==> src/rtl/frz_pkg.sv <==
package frz_pkg;

    typedef enum logic [2:0] {
        ST_RUN     = 3'd0,
        ST_DRAIN   = 3'd1,
        ST_FROZEN  = 3'd2,
        ST_RELEASE = 3'd3,
        ST_RESUME  = 3'd4
    } frz_state_e;

    localparam int REQ_W  = 3;
    localparam int ERR_W  = 4;
    localparam int DATA_W = 32;

    // request word bit positions
    localparam int REQ_FREEZE   = 0;
    localparam int REQ_RESET    = 1;
    localparam int REQ_UNFREEZE = 2;

    // error register bit positions
    localparam int ERR_FREEZE   = 0;
    localparam int ERR_RESET    = 1;
    localparam int ERR_UNFREEZE = 2;
    localparam int ERR_MULTI    = 3;

    // word indices within the register window
    localparam logic [1:0] IDX_DONE  = 2'd0;
    localparam logic [1:0] IDX_REQ   = 2'd1;
    localparam logic [1:0] IDX_ERR   = 2'd2;
    localparam logic [1:0] IDX_IDENT = 2'd3;

    localparam logic [DATA_W-1:0] IDENT_WORD = 32'hAD00_0003;

endpackage

==> src/rtl/frz_bus_decode.sv <==
module frz_bus_decode
    import frz_pkg::*;
#(
    parameter int AW = 4
) (
    input  logic [AW-1:0]     addr,
    input  logic              wr,
    input  logic              rd,
    input  logic [1:0]        done_flags,
    input  logic [REQ_W-1:0]  req_word,
    input  logic [ERR_W-1:0]  err_word,
    output logic              wr_req,
    output logic              wr_err,
    output logic [DATA_W-1:0] rdata
);

    logic       in_window;
    logic [1:0] word_idx;

    assign in_window = ((addr >> 4) == '0);
    assign word_idx  = addr[3:2];

    assign wr_req = wr && in_window && (word_idx == IDX_REQ);
    assign wr_err = wr && in_window && (word_idx == IDX_ERR);

    always_comb begin
        rdata = '0;
        if (rd && in_window) begin
            unique case (word_idx)
                IDX_DONE:  rdata = {{(DATA_W-2){1'b0}}, done_flags};
                IDX_REQ:   rdata = {{(DATA_W-REQ_W){1'b0}}, req_word};
                IDX_ERR:   rdata = {{(DATA_W-ERR_W){1'b0}}, err_word};
                IDX_IDENT: rdata = IDENT_WORD;
                default:   rdata = '0;
            endcase
        end
    end

endmodule

==> src/rtl/frz_req_check.sv <==
module frz_req_check
    import frz_pkg::*;
(
    input  logic             clk,
    input  logic             rst_n,
    input  logic             wr_req,
    input  logic             wr_err,
    input  logic [REQ_W-1:0] req_in,
    input  logic             err_clr_bit,
    input  frz_state_e       state,
    output logic [REQ_W-1:0] req_q,
    output logic [ERR_W-1:0] err_q,
    output logic             go_freeze,
    output logic             go_unfreeze
);

    logic             multi;
    logic             in_run;
    logic             in_frozen;
    logic             is_freeze;
    logic             is_reset;
    logic             is_unfreeze;
    logic [ERR_W-1:0] err_set;
    logic             accept;

    assign multi = (req_in[0] & req_in[1]) | (req_in[0] & req_in[2]) | (req_in[1] & req_in[2]);

    assign in_run    = (state == ST_RUN);
    assign in_frozen = (state == ST_FROZEN);

    assign is_freeze   = !multi && req_in[REQ_FREEZE];
    assign is_reset    = !multi && req_in[REQ_RESET];
    assign is_unfreeze = !multi && req_in[REQ_UNFREEZE];

    always_comb begin
        err_set               = '0;
        err_set[ERR_MULTI]    = multi;
        err_set[ERR_FREEZE]   = is_freeze && !in_run;
        err_set[ERR_RESET]    = is_reset && !in_frozen;
        err_set[ERR_UNFREEZE] = is_unfreeze && !in_frozen;
    end

    assign accept      = wr_req && (err_set == '0);
    assign go_freeze   = accept && is_freeze;
    assign go_unfreeze = accept && is_unfreeze;

    always_ff @(posedge clk) begin
        if (!rst_n) begin
            req_q <= '0;
        end else if (accept) begin
            req_q <= req_in;
        end
    end

    always_ff @(posedge clk) begin
        if (!rst_n) begin
            err_q <= '0;
        end else if (wr_err && err_clr_bit) begin
            err_q <= '0;
        end else if (wr_req) begin
            err_q <= err_q | err_set;
        end
    end

endmodule

==> src/rtl/frz_seq_fsm.sv <==
module frz_seq_fsm
    import frz_pkg::*;
#(
    parameter int SETTLE_CYC = 8
) (
    input  logic       clk,
    input  logic       rst_n,
    input  logic       go_freeze,
    input  logic       go_unfreeze,
    input  logic       settle_in,
    input  logic       reset_req,
    output frz_state_e state,
    output logic       freeze_out,
    output logic       region_rst_out,
    output logic       done_frozen,
    output logic       done_run
);

    localparam int CNT_W = (SETTLE_CYC < 2) ? 1 : $clog2(SETTLE_CYC + 1);
    localparam logic [CNT_W-1:0] CNT_LAST = CNT_W'(SETTLE_CYC - 1);

    frz_state_e       state_q;
    frz_state_e       state_d;
    logic [CNT_W-1:0] settle_cnt;
    logic             window_met;

    assign window_met = settle_in && (settle_cnt == CNT_LAST);

    // settle window counter, cleared outside the drain state
    always_ff @(posedge clk) begin
        if (!rst_n) begin
            settle_cnt <= '0;
        end else if (state_q == ST_DRAIN && settle_in && !window_met) begin
            settle_cnt <= settle_cnt + 1'b1;
        end else begin
            settle_cnt <= '0;
        end
    end

    // state register
    always_ff @(posedge clk) begin
        if (!rst_n) begin
            state_q <= ST_RUN;
        end else begin
            state_q <= state_d;
        end
    end

    // next state
    always_comb begin
        state_d = state_q;
        unique case (state_q)
            ST_RUN:     if (go_freeze) state_d = ST_DRAIN;
            ST_DRAIN:   if (window_met) state_d = ST_FROZEN;
            ST_FROZEN:  if (go_unfreeze) state_d = ST_RELEASE;
            ST_RELEASE: state_d = ST_RESUME;
            ST_RESUME:  state_d = ST_RUN;
            default:    state_d = ST_RUN;
        endcase
    end

    // outputs decoded from the state
    always_comb begin
        freeze_out     = 1'b0;
        region_rst_out = 1'b0;
        done_frozen    = 1'b0;
        done_run       = 1'b0;
        unique case (state_q)
            ST_RUN: begin
                done_run = 1'b1;
            end
            ST_DRAIN: begin
                freeze_out = 1'b1;
            end
            ST_FROZEN: begin
                freeze_out     = 1'b1;
                done_frozen    = 1'b1;
                region_rst_out = reset_req;
            end
            ST_RELEASE: begin
                freeze_out = 1'b1;
            end
            ST_RESUME: begin
                freeze_out = 1'b0;
            end
            default: begin
                freeze_out = 1'b0;
            end
        endcase
    end

    assign state = state_q;

endmodule

==> src/rtl/frz_ctrl_unit.sv <==
module frz_ctrl_unit
    import frz_pkg::*;
#(
    parameter int AW         = 4,
    parameter int SETTLE_CYC = 8
) (
    input  logic              clk,
    input  logic              rst_n,
    input  logic [AW-1:0]     bus_addr,
    input  logic              bus_wr,
    input  logic              bus_rd,
    input  logic [DATA_W-1:0] bus_wdata,
    output logic [DATA_W-1:0] bus_rdata,
    input  logic              settle_in,
    output logic              freeze_out,
    output logic              region_rst_out
);

    logic                    wr_req;
    logic                    wr_err;
    logic [REQ_W-1:0]        req_q;
    logic [ERR_W-1:0]        err_q;
    logic                    go_freeze;
    logic                    go_unfreeze;
    logic                    done_frozen;
    logic                    done_run;
    frz_state_e              state;
    logic [DATA_W-REQ_W-1:0] wdata_unused_hi;

    assign wdata_unused_hi = bus_wdata[DATA_W-1:REQ_W];

    frz_bus_decode #(
        .AW(AW)
    ) u_decode (
        .addr       (bus_addr),
        .wr         (bus_wr),
        .rd         (bus_rd),
        .done_flags ({done_run, done_frozen}),
        .req_word   (req_q),
        .err_word   (err_q),
        .wr_req     (wr_req),
        .wr_err     (wr_err),
        .rdata      (bus_rdata)
    );

    frz_req_check u_check (
        .clk         (clk),
        .rst_n       (rst_n),
        .wr_req      (wr_req),
        .wr_err      (wr_err),
        .req_in      (bus_wdata[REQ_W-1:0]),
        .err_clr_bit (bus_wdata[0]),
        .state       (state),
        .req_q       (req_q),
        .err_q       (err_q),
        .go_freeze   (go_freeze),
        .go_unfreeze (go_unfreeze)
    );

    frz_seq_fsm #(
        .SETTLE_CYC(SETTLE_CYC)
    ) u_fsm (
        .clk            (clk),
        .rst_n          (rst_n),
        .go_freeze      (go_freeze),
        .go_unfreeze    (go_unfreeze),
        .settle_in      (settle_in),
        .reset_req      (req_q[REQ_RESET]),
        .state          (state),
        .freeze_out     (freeze_out),
        .region_rst_out (region_rst_out),
        .done_frozen    (done_frozen),
        .done_run       (done_run)
    );

endmodule

==> config.mk <==
export PLATFORM = sky130hd
export DESIGN_NAME = frz_ctrl_unit
export DESIGN_NICKNAME = d
export VERILOG_FILES = /design/src/rtl/frz_pkg.sv /design/src/rtl/frz_bus_decode.sv /design/src/rtl/frz_req_check.sv /design/src/rtl/frz_seq_fsm.sv /design/src/rtl/frz_ctrl_unit.sv
export SDC_FILE = /design/constraint.sdc
export NUM_CORES = 1
export LEC_CHECK = 0
export BUFFER_PORTS_ARGS = -buffer_cell sky130_fd_sc_hd__buf_2
export CAP_MARGIN = 20
export CORE_ASPECT_RATIO = 1.1
export CORE_MARGIN = 1
export CORE_UTILIZATION = 40
export CTS_CLUSTER_SIZE = 28
export DETAILED_ROUTE_END_ITERATION = 12
export MAX_ROUTING_LAYER = met4
export PLACE_DENSITY = 0.8
export SKIP_CTS_REPAIR_TIMING = 1
export SLEW_MARGIN = 20
export SYNTH_ARGS = -nofsm -noshare
export SYNTH_HDL_FRONTEND = slang
export SYNTH_SLANG_ARGS = --single-unit
==> constraint.sdc <==
create_clock -name clk -period 1.5 [get_ports clk]
set_input_delay 0.075 -clock clk [delete_from_list [all_inputs] [get_ports clk]]
set_output_delay 0.075 -clock clk [all_outputs]
set_load 0.01 [all_outputs]
==> impl_results.md <==
- Fin. max-slew vios: 0
- Synth warnings: 0
- Synthesized area per cell: 7.90 um2
- FMAX: 641 MHz
- Hold WS: 0.0800 ns
- RePlAce Congestion: 0.814
- Register area share after synthesis: 28.1%
- Port bufs: 20
- Placed Instances: 167
- Final period util: 104%
- WP data required: 1.42 ns
- Vias in the first global route: 669
- First-pass DRT Iterations: 4
- GRT overflow: 0
- CP startpoint kind: flip-flop
- Routed len/inst: 11.1 um
- Worst Setup End Kind: output port
- Layout cell share with drive strength beyond 1: 26.4%
- Status: finished with violations
- CTS root buffer: clkbuf_4
- Largest net degree at the start of global routing: 12
- Crit-path cells: or3_4 -> o21ai_2 -> o221a_2 -> buf_6
- Final nets: 188
- Final min period: 1.56 ns
- Arrival time of the worst setup path: 1.49 ns
- CTS Sinks: 14
- Initial core utilization: 43.4%
- Clock Path Buffers: 2
- Synth Cell Area: 996 um2
- Hold Fails Final Rpt: 0
- WL final: 1930 um
- Synthesized instance count: 126
- CP max stage delay: 0.42 ns
- Worst hold path type: input port to flip-flop
- Die height: 54.3 um
- Full die area: 2690 um2
- Core area: 2300 um2
- Ports: 75
- Antenna cell count: 0
- Initial antenna violation count: 0
- Cell Rows: 18
- GRT Total Usage: 14.7%
- ANT nets after route: 0
- #FFs+latches synth: 14
- TritonCTS clock tree: yes
- Clock Latency Late Sink: 0.28 ns
- First-pass GRT wire length: 2930 um
- Clock transition at path regs: 0.08 ns
- Final setup fails: 1
- Total CTS buffers: 3
- Setup CP Type: flip-flop to output port
- Largest fanout on the critical path: 7
- Non-Filler Instances: 174
- Synthesis-to-finish area growth: 5.40%
- Setup ws final: -0.0609 ns
- Unrepaired setup endpoints after global routing: true
- Vias per cell: 4.91
- Max IR drop VDD: 0.000366 V
- Filler cells: 240
- Residual DRC count: 0
- CP max stage cell: or3_4
- Failing checks: setup timing
- Clock Skews: 0.00480 ns
- P_leak: 0.488 nW
- Max_cap viols: 0
- H-tree Lvls: 1
- Power density cells: 669 nW/um2
- DIE WIDTH: 49.6 um
- Synth cell types: 35
- HPWL after DPL: 1410 um
- Via count: 855
- Initial DRC Count: 15
-- registers in the layout, summed over array words and instances, names as in the netlist --
| register | count |
|---|---|
| u_check.err_q | 4 |
| u_check.req_q | 3 |
| u_fsm.settle_cnt | 4 |
| u_fsm.state | 3 |
-- synth_stat cells (all sizes together) --
cell type	n	area [um2]
a211oi	1	7.51
a21boi	1	7.51
a21oi	6	30.0
a31oi	2	12.5
a32oi	1	8.76
a41oi	3	26.3
and3	4	25.0
and4b	1	10.0
buf	31	234
clkbuf	1	13.8
conb	1	3.75
dfxtp	14	280
ha	1	12.5
inv	4	15.0
mux2i	1	10.0
nand2	6	22.5
nand2b	3	18.8
nand3	4	20.0
nand3b	4	30.0
nand4	1	6.26
nand4b	1	8.76
nor2	19	71.3
nor2b	1	6.26
nor3	3	15.0
nor4	1	12.5
nor4b	1	8.76
o21ai	4	20.0
o21bai	1	7.51
o221a	2	22.5
or3	1	11.3
xnor2	1	8.76
xor2	1	8.76
-- kinds of logic (layout without fill, tap and decap cells) --
| logic type | Yosys count | in the layout | share of synthesized area [%] |
|---|---|---|---|
| simple gates | 50 | 50 | 26.8 |
| mux | 1 | 1 | 1.01 |
| flops | 14 | 14 | 28.1 |
| xor+xnor | 2 | 2 | 1.76 |
| other cells | 1 | 23 | 0.377 |
| buf+inv | 36 | 32 | 26.4 |
| compound gates | 21 | 21 | 14.3 |
| fa+ha+maj | 1 | 1 | 1.26 |
-- metal layers --
metal / track usage (%) / part of all wire (%) / routed length [um]
met5: - / 0 / 0
met4: 4.29 / 0 / 0
met3: 4.17 / 8.7 / 169
met2: 25.2 / 51 / 980
met1: 16.9 / 41 / 785
-- worst max-delay path: cells and delay by family, from the launching register on --
family          cells  cell delay, ns
buf+inv             1            0.09
simple gates        1            0.42
flops               1            0.37
compound gates      2            0.32
-- cells in the final DEF, fill, tap and decap left out, types with 3 or more instances in the layout --
cell,netlist,routed
a21oi_1,6,6
a41oi_1,3,3
and3_1,4,4
buf_2,1,19
buf_4,29,5
clkbuf_4,0,3
conb_1,1,23
dfxtp_1,14,11
inv_1,4,4
nand2_1,6,5
nand2b_1,3,3
nand3_1,4,4
nand3b_1,4,4
nor2_1,19,18
nor3_1,3,3
-- metrics by stage --
step	utilization [%]	setup WS (ns)	instance area (um2)	TNS, ns	total power, W
final	45.7	-0.0609	1050	-0.0609	0.000703
after global routing	45.7	-0.0935	1050	-0.127	0.000732
after CTS	43.5	-0.176	998	-0.330	0.000702
after detailed placement	42.5	0.138	976	0	0.000491
after global placement	42.5	0.168	976	0	0.000488
after floorplan	-	0.274	1080	0	0.000512
-- power by group --
group	leakage [nW]	total, W	internal (W)	switching (W)
logic	0.360	0.000115	0.0000362	0.0000786
clock network	0.0138	0.000213	0.0000933	0.000120
registers	0.115	0.000374	0.000372	0.00000202
-- final cells by class --
type,count,area [um2],share of cell area (%)
Sequential cell,14,287,27.3
Inverter,4,15.0,1.43
Timing Repair Buffer,25,144,13.7
Clock buffer,3,22.5,2.15
Tap cell,30,37.5,3.58
Multi-Input combinational cell,98,544,51.8
-- final timing paths --
| kind | from | to | slack [ns] | depth (start not counted) |
|---|---|---|---|---|
| setup reg to reg | u_fsm.state[0]$_SDFFE_PN0P_ | u_check.req_q[0]$_SDFFE_PN0P_ | 0.10 | 5 |
| hold / removal | rst_n | u_check.req_q[0]$_SDFFE_PN0P_ | 0.08 | 3 |
| hold reg to reg | u_fsm.settle_cnt[0]$_SDFF_PN0_ | u_fsm.settle_cnt[0]$_SDFF_PN0_ | 0.46 | 1 |
| setup / recovery | u_fsm.state[0]$_SDFFE_PN0P_ | bus_rdata[1] | -0.06 | 4 |
Power figures use the tool's default switching activity.
